==> src/rtl/tt_pkg.sv <==
package tt_pkg;
    typedef enum logic {
        MODE_FREE = 1'b0,
        MODE_TRIG = 1'b1
    } tmode_e;

    typedef struct packed {
        logic   run;
        tmode_e mode;
    } tcfg_t;
endpackage

==> src/rtl/tt_edge_det.sv <==
module tt_edge_det (
    input  logic clk,
    input  logic pin_lvl,
    input  logic fall_sel,
    output logic trig_o,
    output logic opp_o
);
    typedef struct packed {
        logic pin;
    } edge_st_t;

    edge_st_t st_d, st_q;
    logic     rise_w, fall_w;

    always_comb begin
        st_d.pin = pin_lvl;
        rise_w   = ~st_q.pin & pin_lvl;
        fall_w   = st_q.pin & ~pin_lvl;
        trig_o   = fall_sel ? fall_w : rise_w;
        opp_o    = fall_sel ? rise_w : fall_w;
    end

    always_ff @(posedge clk) begin
        st_q <= st_d;
    end
endmodule

==> src/rtl/tt_count_core.sv <==
module tt_count_core
    import tt_pkg::*;
#(
    parameter int CNT_W = 16
) (
    input  logic             clk,
    input  logic             srst,
    input  logic             tick_en,
    input  tcfg_t            cfg,
    input  logic             width_clr,
    input  logic             trig,
    input  logic             opp,
    input  logic [CNT_W-1:0] cmp_val,
    output logic [CNT_W-1:0] cnt_o,
    output logic             act_o,
    output logic             cfg_chg_o,
    output logic             irq_o
);
    localparam logic [CNT_W-1:0] ONE = CNT_W'(1);

    typedef struct packed {
        logic [CNT_W-1:0] cnt;
        logic             act;
        tcfg_t            cfg;
        logic             irq;
    } core_st_t;

    core_st_t         st_d, st_q;
    logic [CNT_W-1:0] nxt_w;
    logic             hit_w;
    logic             chg_w;

    always_comb begin
        nxt_w = st_q.cnt + ONE;
        hit_w = tick_en && (nxt_w == cmp_val);
        chg_w = (cfg != st_q.cfg);

        st_d     = st_q;
        st_d.irq = 1'b0;
        st_d.cfg = cfg;

        if (srst || chg_w || !cfg.run) begin
            st_d.cnt = '0;
            st_d.act = 1'b0;
        end else if (cfg.mode == MODE_FREE) begin
            st_d.act = 1'b0;
            if (hit_w) begin
                st_d.cnt = '0;
                st_d.irq = 1'b1;
            end else if (tick_en) begin
                st_d.cnt = nxt_w;
            end
        end else if (!st_q.act) begin
            if (trig) begin
                st_d.act = 1'b1;
            end
        end else if (hit_w) begin
            st_d.cnt = '0;
            st_d.act = 1'b0;
            st_d.irq = 1'b1;
        end else if (width_clr && opp) begin
            st_d.cnt = '0;
            st_d.act = 1'b0;
        end else if (tick_en) begin
            st_d.cnt = nxt_w;
        end
    end

    always_ff @(posedge clk) begin
        st_q <= st_d;
    end

    assign cnt_o     = st_q.cnt;
    assign act_o     = st_q.act;
    assign irq_o     = st_q.irq;
    assign cfg_chg_o = chg_w;
endmodule

==> src/rtl/tt_capture.sv <==
module tt_capture #(
    parameter int CNT_W = 16
) (
    input  logic             clk,
    input  logic             srst,
    input  logic             cap_stb,
    input  logic [CNT_W-1:0] cnt,
    output logic [CNT_W-1:0] cap_o
);
    typedef struct packed {
        logic [CNT_W-1:0] cap;
    } cap_st_t;

    cap_st_t st_d, st_q;

    always_comb begin
        st_d = st_q;
        if (srst) begin
            st_d.cap = '0;
        end else if (cap_stb) begin
            st_d.cap = cnt;
        end
    end

    always_ff @(posedge clk) begin
        st_q <= st_d;
    end

    assign cap_o = st_q.cap;
endmodule

==> src/rtl/trig_timer.sv <==
module trig_timer
    import tt_pkg::*;
#(
    parameter int CNT_W = 16
) (
    input  logic             clk,
    input  logic             srst,
    input  logic             tick_en,
    input  logic             pin_lvl,
    input  logic             fall_sel,
    input  logic             run_en,
    input  logic             ext_mode,
    input  logic             width_clr,
    input  logic             cap_stb,
    input  logic [CNT_W-1:0] cmp_val,
    output logic             irq,
    output logic [CNT_W-1:0] cap_q
);
    tcfg_t            cfg_w;
    logic             trig_w, opp_w;
    logic [CNT_W-1:0] cnt_w;
    logic             act_w, cfg_chg_w;

    assign cfg_w.run  = run_en;
    assign cfg_w.mode = ext_mode ? MODE_TRIG : MODE_FREE;

    tt_edge_det u_edge (
        .clk      (clk),
        .pin_lvl  (pin_lvl),
        .fall_sel (fall_sel),
        .trig_o   (trig_w),
        .opp_o    (opp_w)
    );

    tt_count_core #(.CNT_W(CNT_W)) u_core (
        .clk       (clk),
        .srst      (srst),
        .tick_en   (tick_en),
        .cfg       (cfg_w),
        .width_clr (width_clr),
        .trig      (trig_w),
        .opp       (opp_w),
        .cmp_val   (cmp_val),
        .cnt_o     (cnt_w),
        .act_o     (act_w),
        .cfg_chg_o (cfg_chg_w),
        .irq_o     (irq)
    );

    tt_capture #(.CNT_W(CNT_W)) u_cap (
        .clk     (clk),
        .srst    (srst),
        .cap_stb (cap_stb),
        .cnt     (cnt_w),
        .cap_o   (cap_q)
    );
endmodule

==> config.mk <==
export PLATFORM = sky130hd
export DESIGN_NAME = trig_timer
export DESIGN_NICKNAME = d
export VERILOG_FILES = /design/src/rtl/tt_pkg.sv /design/src/rtl/tt_edge_det.sv /design/src/rtl/tt_count_core.sv /design/src/rtl/tt_capture.sv /design/src/rtl/trig_timer.sv
export SDC_FILE = /design/constraint.sdc
export NUM_CORES = 1
export LEC_CHECK = 0
export BUFFER_PORTS_ARGS = -buffer_cell sky130_fd_sc_hd__buf_4
export CORE_MARGIN = 2
export CORE_UTILIZATION = 59
export DETAILED_ROUTE_END_ITERATION = 16
export HOLD_SLACK_MARGIN = 0.15
export PLACE_DENSITY = 0.91
export SLEW_MARGIN = 15
export SYNTH_ARGS = -nofsm -noshare
export SYNTH_HDL_FRONTEND = slang
export SYNTH_SLANG_ARGS = --single-unit
==> constraint.sdc <==
create_clock -name clk -period 6.9 [get_ports clk]
set_input_delay 1.38 -clock clk [delete_from_list [all_inputs] [get_ports clk]]
set_output_delay 1.38 -clock clk [all_outputs]
set_load 0.02 [all_outputs]
======== Yosys cells after proc, flatten, opt, wreduce, memory -nomap -nowiden ========
Index checks and enable logic that the tools add are counted.
cells by class
  bitwise logic cells ..................... 5
  add/sub/neg operators ................... 1
  mux-type cells .......................... 15
  equality and inequality tests ........... 3
  reduce and logical (&&, ||, !) cells .... 6
operators by type and width
  cell                   number
  $mux 16                4
  $mux 17                2
  $add 16x1->16 const B  1
  $eq 16x16->1           1
  $mux 1                 9
  $not 1->1              3
  $and 1x1->1            2
  $logic_and 1x1->1      2
  $logic_or 1x1->1       2
  $ne 2x2->1             1
  $ne 2x2->1 const B     1
  $reduce_or 2->1        1
  $logic_not 1->1        1
word-level totals
  input bits .............................. 25
  output and inout bits ................... 17
  bits in registers ....................... 37

======== Logic depth before layout (Yosys ltp) ========
Gate-level depths: netlist of run 1.
  depth in word-level cells ............... 8
  gate-level depth with buffers ........... 10

======== Cells and area by module ========
Synthesis of run 1 repeated with hierarchy kept, for this count alone.
unflattened totals
  cells, all modules ...................... 290
  area, all modules ....................... 2394.8 um^2
by module, submodules not included
  module         cells an instance  times used  area each (um^2)
  tt_count_core  233                1           1760.4
  tt_capture     52                 1           580.6
  tt_edge_det    5                  1           53.8

======== Least setup slack after synthesis of run 1 ========
Ideal clock, no wire load.
  path type ............................... input port to flip-flop
  start ................................... input port cmp_val[12]
  end ..................................... register u_core.st_q, in the netlist u_core.cnt_o[9]
  library setup time ...................... 0.125 ns
  arrival ................................. 2.989 ns
  setup slack ............................. 3.786 ns
  stages on the path ...................... 8
  path buffers ............................ 1
  path through ............................ nor2b_1 -> a2111oi_2 -> o211ai_1 -> nor4_4 -> a41oi_4 -> buf_6 -> o2111ai_2 -> o31ai_1
between the ends
  word-level cells in the longest chain between the ends .. 5
ends and longest elaborated chain
  element                 RTL line             text
  start: declaration      trig_timer.sv:15     input logic [CNT_W-1:0] cmp_val,
  $eq 16x16->1 (*)        tt_count_core.sv:35  hit_w = tick_en && (nxt_w == cmp_val);
  $logic_and 1x1->1 (*)   tt_count_core.sv:35
  $mux 17                 tt_count_core.sv:57  end else if (hit_w) begin
  $mux 16                 tt_count_core.sv:53  end else if (!st_q.act) begin
  $mux 17 (*)             tt_count_core.sv:45  end else if (cfg.mode == MODE_FREE) begin
  end signal: assignment  tt_count_core.sv:70  st_q <= st_d;
  end: declaration        tt_count_core.sv:28  core_st_t st_d, st_q;
Every way passes the cells marked *; elsewhere a longest branch is shown, timed or not. The select of a mux whose other input is x is not followed.
A chain may end at the register's enable or synchronous reset.

======== Worst setup path in the final report of run 1 ========
  start ................................... input port cmp_val[12]
  end ..................................... register u_core.st_q, in the netlist u_core.cnt_o[1]
The elaborated chain is that of the path after synthesis.

==> run summary, run 1 <==
H-tree Lvls = 2
port bufs = 41
unrepaired setup endpoints after global routing = false
Worst EP required = 7.09 ns
Worst Hold Class = reg2reg
Resize count post-CTS = 0
CP Cell Sequence = buf_4 -> nor2b_1 -> a2111oi_2 -> o211ai_1 -> nor4_4 -> a41oi_4 -> and2_1 -> a22o_1
CTS hold repair buffers = 0
Warnings, synthesis = 0
vias per cell = 6.076
Post-Syn Instances = 249
initial antenna violation count = 0
CTS tree = yes
Worst VDD drop = 0.1769 mV
Vias = 1987
max-cap violation count = 0
cell family with most CP delay = compound AO/OA/AOI/OAI gates
R2R cell count = 8
largest net degree at the start of global routing = 20
predominant post-synthesis flop cell = dfxtp_1
site row count = 22
crit path launch type = input pin
min Tclk post-route = 3.284 ns
cts bufs inserted = 5
most common cell after layout, fill and taps aside = buf_4
core area = 3661 µm²
worst-path fanout max = 16
Leak = 0.9528 nW
Worst Path Arrival = 3.48 ns
area delta synth->final = 17.03%
Longest Clk Path Bufs = 2
GRT Residual Overflow = 0
Initial Utilization = 61.00%
Post-synth EDFFs = 0
sequential fraction of the synthesis area = 33.17%
combined buffer and inverter count along the critical path = 1
number of synthesized register bits = 37
share of post-route cells with drive strength above 1 = 24.37%
Synth cell types = 56
Max Slew Vio Count = 0
Inst Count DP = 319
Antenna Nets Post-Route = 0
Tcrit/Tclk final = 47.59%
postcts setup bufs = 0
setup violators final = 0
Die X-Extent = 65.53 µm
height of the die = 65.53 µm
Mapped Area = 2233 µm²
final hold violation count = 0
GRT Resource Usage Total = 26.57%
DRT Pass-1 Iters = 5
Worst path max stage delay = 0.42 ns
Syn Area/Cell = 8.969 µm²
Die ar. = 4294 µm²
Worst path slowest cell = a2111oi_2
status = finished, final reports clean
Post-synth ARST share = 0%
reg-to-reg slack, setup = 3.74 ns
DRC violations left = 0
clock skew = 0.001718 ns
Worst path depth = 8
diode count = 0
layout net count = 304
hold depth = 2
Setup CP Type = in2reg
Final GP Congestion = 0.8994
vias in the first global route = 1906
CP endpoint kind = flop
# IOs = 42
CTS Sinks = 37
Syn Nets = 275
1st-iter DRT viols = 186
drt total wl = 5125 µm
Post-Layout Cell Count = 327
fmax = 304.6 MHz
power density over the cells = 161.7 nW/µm²
global-route wire length before repair = 8694 µm
dpl hpwl = 3665 µm
Rel. slew slack = 59.45%
routed len/inst = 15.67 µm
clock root cell = clkbuf_8
clk slew on worst S/H paths = 0.07 ns
clk_lat worst skew = 0.30 ns
setup TNS = 0 ns
most frequent cells in the layout = buf_4 (42), dfxtp_1 (37), nor2_1 (24)
Worst Tran Pin Value = 0.6036 ns
==> synth_stat cells (all sizes together), types with 2 or more instances <==
library cell | instances | area, µm²
mux2 | 2 | 22.52
nand2b | 4 | 25.02
nor4 | 6 | 71.32
xnor2 | 16 | 140.1
and2 | 3 | 18.77
and4 | 2 | 17.52
nor2b | 3 | 18.77
o31ai | 4 | 30.03
nor3b | 2 | 15.01
nand4 | 11 | 83.83
xor2 | 6 | 52.55
nor3 | 4 | 25.02
clkbuf | 11 | 41.29
a31oi | 4 | 25.02
buf | 9 | 55.04
mux2i | 20 | 200.2
inv | 5 | 18.77
or3 | 3 | 18.77
dfxtp | 37 | 740.7
and3b | 2 | 17.52
o311ai | 4 | 57.56
o2111ai | 2 | 23.77
o22ai | 2 | 12.51
nor2 | 24 | 90.09
nand2 | 16 | 62.56
and3 | 2 | 12.51
o211ai | 2 | 15.01
a21boi | 4 | 30.03
a22o | 2 | 17.52
nand3 | 14 | 87.59
o21ai | 11 | 55.05
nand3b | 2 | 15.01
==> worst paths after layout <==
kind                    from               end
min           u_core.st_q[1]      u_core.act_o
max              cmp_val[12]   u_core.cnt_o[1]
max reg2reg  u_core.cnt_o[0]  u_core.cnt_o[11]
min reg2reg   u_core.st_q[1]      u_core.act_o
==> logic make-up after synthesis <==
kind of cell	count (synthesis)	share of synthesized area, %
buf+inv	25	5.154
xor+xnor	22	8.627
mux	22	9.972
fa+ha+maj	1	0.5601
compound gates	41	15.18
flops	37	33.17
simple gates	101	27.34
==> sequential cells by signal, indices dropped and copies added, names as in the netlist <==
| register | count |
|---|---|
| u_core.irq_o | 1 |
| u_core.act_o | 1 |
| u_core.st_q | 2 |
| u_core.cnt_o | 16 |
| u_cap.cap_o | 16 |
| u_edge.st_q | 1 |
==> layout make-up <==
type / count / area (µm²)
tap: 48 / 60.06
fill: 292 / 1047
clock inverter: 1 / 5.005
sequential: 37 / 740.7
inverter: 5 / 18.77
timing repair buffer: 42 / 315.3
clock buffer: 7 / 96.34
multi-input combinational: 187 / 1378
==> power breakdown <==
part,internal (mW),total [mW],switching (mW),leakage [nW]
Clock,0.0902,0.166,0.0760,0.0542
Sequential,0.215,0.215,0.000811,0.299
Combinational,0.0200,0.0410,0.0211,0.599
Total,0.325,0.423,0.0979,0.953
==> worst register-to-register path, cell delays in order (launching register included) <==
cell	delay, ns
dfxtp_1	0.52
ha_1	0.35
nand3_2	0.19
or4_4	0.60
nor3_2	0.22
nor4_2	0.08
a41oi_4	0.51
nand2_2	0.29
o311ai_2	0.32
==> per-layer routing <==
| layer | share of wire [%] | track usage (%) |
|---|---|---|
| met1 | 42 | 32.73 |
| met2 | 48 | 43.37 |
| met3 | 7.7 | 7.705 |
| met4 | 1.6 | 10.94 |
| met5 | 0 | 0 |
==> metrics by stage <==
step | power, mW | instance area (µm²) | worst slack (ns) | util [%] | hold slack [ns]
finish | 0.4226 | 2614 | 3.616 | 71.39 | 0.4840
global route | 0.4409 | 2614 | 3.448 | 71.39 | 0.5112
CTS | 0.4258 | 2614 | 3.658 | 71.39 | 0.4921
detailed placement | 0.2610 | 2512 | 3.419 | 68.63 | 0.4783
global placement | 0.2600 | 2512 | 3.463 | 68.63 | 0.4681
floorplan | 0.2449 | 2233 | 3.786 | - | 0.4571
No activity file was read; power rests on OpenSTA's default activity.
==> run 2, diff against run 1 <==
- CORE_UTILIZATION: 59 -> 55
- PLACE_DENSITY: 0.91 -> 0.86
- clock period: 6.9 -> 3.3 ns (I/O delays scaled with it)
==> run 2 against run 1 <==
- via count is 0.45% lower
- sequential share of layout area down 0.43 points
- highest routed layer unchanged
- setup slack worse by 3.3 ns
- sequential cell count did not move
- sequential power is 110% higher
- first-iteration DRC count shrank 32%
- die area rose by 6.8%
- non-clock buffer count increased by 5
==> run summary, run 2 (same netlist as run 1, synthesis figures left out) <==
status = finished, final reports clean
dpl hpwl = 3748 µm (+2.3%)
P_int = 0.6791 mW (+110%)
Worst path max stage delay = 0.59 ns (+0.17 ns)
H-tree Lvls = 2 (unchanged)
CP endpoint kind = flop
Post-DP Area = 2552 µm² (+1.6%)
fmax = 333.1 MHz
cts bufs inserted = 5 (unchanged)
Post-Layout Cell Count = 334 (+2.1%)
combined buffer and inverter count along the critical path = 0 (-1)
Worst Path Arrival = 3.21 ns (-0.27 ns)
GRT Residual Overflow = 0 (unchanged)
port bufs = 41 (unchanged)
routed len/inst = 15.45 µm (-1.4%)
unrepaired setup endpoints after global routing = false
met3 usage = 5.333% (-2.4 points)
1st-iter DRT viols = 127 (-32%)
post-route design area = 2654 µm² (+1.5%)
vias in the first global route = 1820 (-4.5%)
Core Util, Final = 67.31% (-4.1 points)
global-route wire length before repair = 8452 µm (-2.8%)
Worst Tran Pin Value = 0.5730 ns (-0.03057 ns)
Rel. slew slack = 61.51% (+2.1 points)
vias per cell = 5.922 (-2.5%)
most common cell after layout, fill and taps aside = buf_4
Net Sw Frac = 22.99% (-0.18 points)
Setup CP Type = reg2reg
drt total wl = 5159 µm (+0.66%)
most crowded layer after global routing = met2
Vias = 1978 (-0.45%)
CP Launch Point = u_core.cnt_o[1]
CTS Sinks = 37 (unchanged)
setup TNS = 0 ns (unchanged)
initial antenna violation count = 0 (unchanged)
clock root cell = clkbuf_8
M2 GR Usage = 39.34% (-4.0 points)
Worst VDD drop = 0.2554 mV (+44%)
final hold violation count = 0 (unchanged)
DRT Pass-1 Iters = 4 (-1)
most frequent cells in the layout = buf_4 (47), dfxtp_1 (37), nor2_1 (24)
Die ar. = 4587 µm² (+6.8%)
area delta synth->final = 18.82%
Max Slew Vio Count = 0 (unchanged)
Worst path depth = 8 (unchanged)
combinational power share = 9.8% (about the same)
GRT Resource Usage Total = 24.57% (-2.0 points)
CP endpoint = u_core.cnt_o[11]
P_sw = 0.2027 mW (+110%)
largest net degree at the start of global routing = 20 (unchanged)
min Tclk post-route = 3.002 ns
CTS tree = yes
height of the die = 67.73 µm (+3.4%)
R2R cell count = 8 (unchanged)
Final GP Congestion = 0.8943 (-0.57%)
core area = 3943 µm² (+7.7%)
clock skew = 0.007541 ns (+0.005823 ns)
Worst Hold Class = in2reg
postcts setup bufs = 0 (unchanged)
Longest Clk Path Bufs = 2 (unchanged)
site row count = 23 (+4.5%)
Inst Count DP = 326 (+2.2%)
setup violators final = 0 (unchanged)
Worst path slowest cell = or4_4
Total Power = 0.8818 mW (+110%)
# IOs = 42 (unchanged)
Die X-Extent = 67.73 µm (+3.4%)
sequential power share = 51.0% (about the same)
crit path launch type = flop
reg-to-reg slack, setup = 0.30 ns (-3.44 ns)
cell family with most CP delay = simple AND/OR/NAND/NOR gates
layout net count = 309 (+1.6%)
RR Endpoint = u_core.cnt_o[11]
CTS hold repair buffers = 0 (unchanged)
worst-path fanout max = 16 (unchanged)
clk slew on worst S/H paths = 0.07 ns (about the same)
clock power share = 39.2% (about the same)
Antenna Nets Post-Route = 0 (unchanged)
Initial Utilization = 56.65% (-4.4 points)
Worst EP required = 3.50 ns (-3.59 ns)
max-cap violation count = 0 (unchanged)
power density over the cells = 332.3 nW/µm² (+110%)
clk_lat worst skew = 0.29 ns (about the same)
Tcrit/Tclk final = 90.96%
reg2reg start = u_core.cnt_o[1]
CP Cell Sequence = ha_1 -> nand3_2 -> or4_4 -> nor3_2 -> nor4_2 -> a41oi_4 -> nand2_2 -> o311ai_2
share of post-route cells with drive strength above 1 = 25.70% (+1.3 points)
diode count = 0 (unchanged)
Leak = 0.9800 nW (+2.9%)
M1 GR Usage = 31.24% (-1.5 points)
DRC violations left = 0 (unchanged)
Resize count post-CTS = 0 (unchanged)
run 2: cell count changes in the layout (fill, tap and decap cells not counted), sizes merged:
cell,previous run,this run
buf,42,47
run 2: per-layer routing:
metal / up-vias / share of wire (%)
met2: 90 / 47
met3: 17 / 8.7
met1: 904 / 42
li1: 967 / -
met5: - / 0
met4: 0 / 2.3
run 2: per-stage QoR:
stage	setup slack, ns	hold slack [ns]
after global placement	0.3990	0.4732
after global routing	0.1092	0.4700
after floorplan	0.7720	0.4571
final	0.2983	0.4744
after CTS	0.3347	0.4620
after detailed placement	0.3598	0.4840
run 2: layout make-up:
type | instances | area [µm²]
multi-input combinational | 187 | 1378
fill | 315 | 1289
sequential | 37 | 740.7
timing repair buffer | 47 | 352.8
clock buffer | 7 | 96.34
tap | 50 | 62.56
inverter | 5 | 18.77
clock inverter | 1 | 5.005
run 2: worst register-to-register path: stages, from the launching register on:
cell,delay [ns]
dfxtp_1,0.46
ha_1,0.33
nand3_2,0.16
or4_4,0.59
nor3_2,0.21
nor4_2,0.08
a41oi_4,0.51
nand2_2,0.28
o311ai_2,0.30
run 2: worst min-delay path by stage:
stage	from	endpoint	slack, ns	depth (start not counted)
finish	run_en	u_core.st_q[2]	0.47	1
global route	run_en	u_core.st_q[2]	0.47	1
detailed placement	u_cap.cap_o[4]	u_cap.cap_o[4]	0.48	2
CTS	run_en	u_core.st_q[2]	0.46	1
global placement	u_cap.cap_o[11]	u_cap.cap_o[11]	0.47	2
floorplan	u_core.st_q[1]	u_core.act_o	0.46	2
run 2: power groups by stage:
stage               Combinational, mW  Clock, mW  Sequential (mW)
floorplan                      0.0518          0            0.460
global placement               0.0849          0            0.460
detailed placement             0.0860          0            0.460
CTS                            0.0864      0.359            0.450
global route                   0.0934      0.369            0.450
finish                         0.0864      0.346            0.450
